**src/rtl/piso_cascade.sv**
```systemverilog
module piso_cascade #(
  parameter int WIDTH = 8
) (
  input  logic             clk,
  input  logic             rst,
  input  logic             load_n,
  input  logic [WIDTH-1:0] par_in,
  input  logic             ser_in,
  input  logic             shclk,
  input  logic             shclk_en_n,
  output logic             q_last,
  output logic             q_last_n
);
  localparam int TOP = WIDTH - 1;

  logic [WIDTH-1:0] stage;
  logic             eff_prev;
  logic             eff_now;
  logic             edge_seen;

  assign eff_now   = shclk | shclk_en_n;
  assign edge_seen = eff_now & ~eff_prev;

  always_ff @(posedge clk) begin
    if (rst) begin
      stage    <= '0;
      eff_prev <= 1'b1;
    end else begin
      eff_prev <= eff_now;
      if (!load_n)
        stage <= par_in;
      else if (edge_seen)
        stage <= {stage[TOP-1:0], ser_in};
    end
  end

  assign q_last   = load_n ? stage[TOP] : par_in[TOP];
  assign q_last_n = ~q_last;
endmodule


```
**config.mk**
```make
export PLATFORM = sky130hd
export DESIGN_NAME = piso_cascade
export DESIGN_NICKNAME = d
export VERILOG_FILES = /design/src/rtl/piso_cascade.sv
export SDC_FILE = /design/constraint.sdc
export NUM_CORES = 1
export LEC_CHECK = 0
export ABC_AREA = 1
export BUFFER_PORTS_ARGS = -buffer_cell sky130_fd_sc_hd__buf_2
export CELL_PAD_IN_SITES_DETAIL_PLACEMENT = 1
export CELL_PAD_IN_SITES_GLOBAL_PLACEMENT = 1
export CORE_MARGIN = 1
export CORE_UTILIZATION = 34
export DETAILED_ROUTE_END_ITERATION = 7
export PLACE_DENSITY = 0.88
export SLEW_MARGIN = 30
export SYNTH_ARGS = -nofsm -noshare
export SYNTH_HDL_FRONTEND = slang
export SYNTH_SLANG_ARGS = --single-unit
```
**constraint.sdc**
```tcl
create_clock -name clk -period 1.4 [get_ports clk]
set_input_delay 0.14 -clock clk [delete_from_list [all_inputs] [get_ports clk]]
set_output_delay 0.14 -clock clk [all_outputs]
set_load 0.005 [all_outputs]
```
== Yosys cells after proc, flatten, opt, wreduce, memory -nomap -nowiden ==
Index checks and enable logic that the tools add are counted.
Word-level totals
  bits in registers: 9
  bits of input ports: 14
  logic and storage cells: 10
  output and inout port bits: 2
Operators by class
  muxes and demuxes: 3
  equal/unequal tests: 1
  bitwise logic cells: 4
Operators by type and width (count)
  $mux W8: 2
  $ne A2 B1 Y1 const B: 1
  $not A1 Y1: 2
  $and A1 B1 Y1: 1
  $mux W1: 1
  $or A1 B1 Y1: 1

== Depth between registers and ports, before layout ==
  depth after elaboration: 4
  depth in mapped cells: 7
  depth with buffers taken out: 6

== Least setup slack after synthesis ==
OpenSTA, ideal clock, no wires.
  path type: reg2reg
  from: register eff_prev
  to: register stage[0]
  setup slack: 502 ps
  stages on the path, launching flop included: 7
  arrival: 785 ps
  clock period less this slack: 898 ps
  setup time: 114 ps
  required time: 1286 ps
  buffers on the path: 1
  cells stage by stage: dfxtp_1 inv_1 o21ai_1 nand2_2 buf_6 nor2_1 nor2_2
Between the ends
  word-level cells in the longest chain between the ends: 3
RTL lines
  start, declared: RTL line 17  | logic eff_prev;
  start signal, assigned: RTL line 29  | eff_prev <= eff_now;
  $not A1 Y1: RTL line 22  | assign edge_seen = eff_now & ~eff_prev;
  $and A1 B1 Y1: RTL line 22
  $ne A2 B1 Y1 (no source line)
  end signal, assigned: RTL line 31  | stage <= par_in;
  end signal, assigned: RTL line 33  | stage <= {stage[TOP-1:0], ser_in};
  end, declared: RTL line 16  | logic [WIDTH-1:0] stage;
Every way passes these cells.
A chain may end at the register's enable or synchronous reset.

== Worst setup path after layout ==
  from: register stage[7]
  to: output port q_last
Between the ends
  word-level cells in the longest chain between the ends: 1
RTL lines
  $mux W1: RTL line 37  | assign q_last = load_n ? stage[TOP] : par_in[TOP];
  end, declared: RTL line 11  | output logic q_last,
Every way passes these cells.

==> results.py <==
metrics = {
    "synth": {
        "synth_warnings": 0,
        "synthesis.area_um2": 498.0,
        "synthesis.nets": 92,
        "syn_avg_cell_area_um2": 6.384,
        "cell_type_with_the_largest_total_area_after_synthesis": "dfxtp_1",
        "ys_top_cells_by_count": "nand2_1, nor2_1, inv_1, dfxtp_1, o21a_1",
        "yosysMostFrequentCell": "nand2_1",
        "synth_cell_type_count": 11,
        "synth.ff_latch_count": 9,
        "synth_enable_flop_cells": 0,
        "async_reset_ff_frac": 0,
        "postSynthCellCount": 78,
        "ys_dominant_reg_cell": "dfxtp_1",
        "post_synth_main_area_contributors": "dfxtp_1, nand2_1, nor2_1, o21a_1, inv_1",
        "post-synth-top-area-fraction": 0.3618,
        "yosysSeqAreaShare": 0.3618,
    },
    "floorplanning": {
        "rows": 13,
        "placeableCoreArea_mm2": 0.001334,
        "io_pins": 16,
        "initial_core_util": 0.3734,
        "die_footprint_mm2": 0.001622,
        "die_span_in_y_um": 40.27,
        "die_x_um": 40.27,
    },
    "drt": {
        "drtAntennaViolNets": 0,
        "drt-initial-drc-count": 5,
        "drc": 0,
        "totalWireLength_um": 991,
        "dr.pass1.iters": 4,
        "viasPerCell": 4.440,
        "post_drt_wl_per_cell_um": 9.092,
        "dr_total_vias": 484,
    },
    "cells_and_area": {
        "antenna_cells_inserted": 0,
        "area.growth.synth_to_final_pct": 17.34,
        "drive_above_1_share": 0.2234,
        "final_area_um2": 584.3,
        "finalNetCount": 109,
        "multiInputGateArea_um2": 239.0,
        "final.fill_count": 209,
        "ff_latch_area_um2": 180.2,
        "fin_cells": 109,
    },
    "clocking": {
        "clk_pin_slew_ns": 0.06,
        "htree_num_levels": 1,
        "tritoncts": "built",
        "post_cts_resize_count": 0,
        "root_buffer": "clkbuf_4",
        "clock-sinks": 9,
        "worst_skew_pair.late_latency_ns": 0.26,
        "cts_buffers": 3,
        "cts.repair_timing.setup_buffer_count": 0,
        "ctsHoldBuffers": 0,
        "max-clock-path-buffers": 2,
    },
    "global_route": {
        "first_global_vias": 416,
        "overflow": 0,
        "grt_first_pass_wirelength_mm": 1.614,
        "pin_count_of_the_biggest_net_entering_global_routing": 19,
        "grt_antenna_before_repair": 0,
        "global_route.usage.total": 0.1557,
    },
    "placed_design": {
        "post_dp_cell_area_um2": 558.0,
        "dp.cells": 105,
        "final_weighted_congestion_of_routability_driven_global_placement": 0.6641,
        "post-dp-hpwl_um": 757.8,
        "placement.io_buffers": 15,
        "post-place-ws_ns": 0.3641,
    },
    "power": {
        "netSwitchingPower_mw": 0.1625,
        "powerDensity_mw_per_mm2": 1021,
        "power.clock.fraction": 0.343,
        "power.total_mw": 0.5964,
        "pwr-share-comb": 0.180,
        "power.ir.vdd_worst_uv": 525.7,
        "power_leakage_nw": 0.3365,
        "pwr-share-seq": 0.478,
        "internal-power_mw": 0.4339,
        "p_sw_frac": 0.2725,
    },
    "timing": {
        "report.final.hold_viol_count": 0,
        "timing.final.setup_violations": 0,
        "finalWorstPathRequiredPeriod_ns": 1.034,
        "timing_worst_slew_pin_value_ns": 0.2979,
        "summed_negative_setup_slack_over_all_endpoints_ns": 0,
        "post-route-worst-setup-slack_ns": 0.3661,
        "clock-skew-final_ns": 0.001913,
        "max_clock_freq_ghz": 0.9672,
        "max-slew-margin-rel": 0.8014,
        "rsz_0062_raised_after_global_routing": "false",
        "finalMaxSlewViolations": 0,
        "final.period_utilization": 0.7385,
    },
    "critical_path": {
        "critPathKind": "flip-flop to primary output",
        "endpoint_kind": "primary output",
        "worst-path-max-fanout": 2,
        "timing.critical_path.from_type": "flip-flop",
        "timing.critical_path.required_ns": 1.26,
        "data_arrival_at_the_endpoint_of_the_critical_path_ns": 0.89,
    },
    "min_path": {
        "worstHoldPathType": "input port to flip-flop",
    },
    "run_status": {
        "status": "finished, final reports clean",
    },
    "flow_run": {
        "max_cap_violations": 0,
    },
}
[final timing paths]
path	slack, ns	cells after the start	to	startpoint
worst max-delay path	0.37	3	q_last	stage[7]
worst min-delay path	0.07	3	eff_prev	shclk
worst max register to register	0.42	5	stage[0]	eff_prev
worst min register to register	0.48	2	stage[5]	stage[5]
[placed cells by master (no fill, tap or decap)]
cell and instances:
nand2_1 25, nor2_1 17, clkinv_1 1, dfxtp_1 9
clkbuf_1 1, o21ai_1 1, nand2_2 1, buf_2 15
inv_1 11, nor2_2 2, clkbuf_4 3, a21oi_1 1
o21a_1 7
[kinds of logic (layout without fill, tap and decap cells)]
logic type             count (synthesis)  in the layout  share of synthesized area
buffers and inverters                 15             31                     0.1583
AO/OA/AOI/OAI                          9              9                     0.1256
AND/OR/NAND/NOR                       45             45                     0.3543
flip-flops                             9              9                     0.3618
[metal layers]
layer	wire, µm	part of all wire	global-route usage
met5	0	0	0
met4	9	0.0091	0.1000
met3	38	0.038	0.03333
met2	493	0.50	0.2661
met1	449	0.45	0.1729
[power by group through the flow]
stage | Sequential [mW] | Combinational [mW] | Clock [mW]
2_1_floorplan | 0.288 | 0.0839 | 0
3_3_place_gp | 0.290 | 0.104 | 0
3_5_place_dp | 0.291 | 0.109 | 0
4_1_cts | 0.285 | 0.110 | 0.210
5_1_grt | 0.288 | 0.126 | 0.219
6_report | 0.285 | 0.107 | 0.204
[through the flow]
step	utilization	hold WS, ns
after global routing	0.4381	0.08877
after floorplan	-	0.2260
after global placement	0.4184	0.3319
after detailed placement	0.4184	0.3362
final	0.4381	0.06816
after CTS	0.4381	0.06259
[state kept, by name, summed over array words and instances (netlist names)]
| register | cells |
|---|---|
| stage | 8 |
| eff_prev | 1 |
[area by class of cell]
cell class | instances | area share
Multi-Input combinational cell | 54 | 0.4090
Sequential cell | 9 | 0.3084
Timing Repair Buffer | 15 | 0.1285
Inverter | 12 | 0.07709
Clock buffer | 4 | 0.04497
Tap cell | 15 | 0.03212
[critical path, stage by stage (launching register included)]
cell and delay [ns]:
dfxtp_1 0.31, a21oi_1 0.15, inv_1 0.05, buf_2 0.12
No activity file was read; power rests on OpenSTA's default activity.
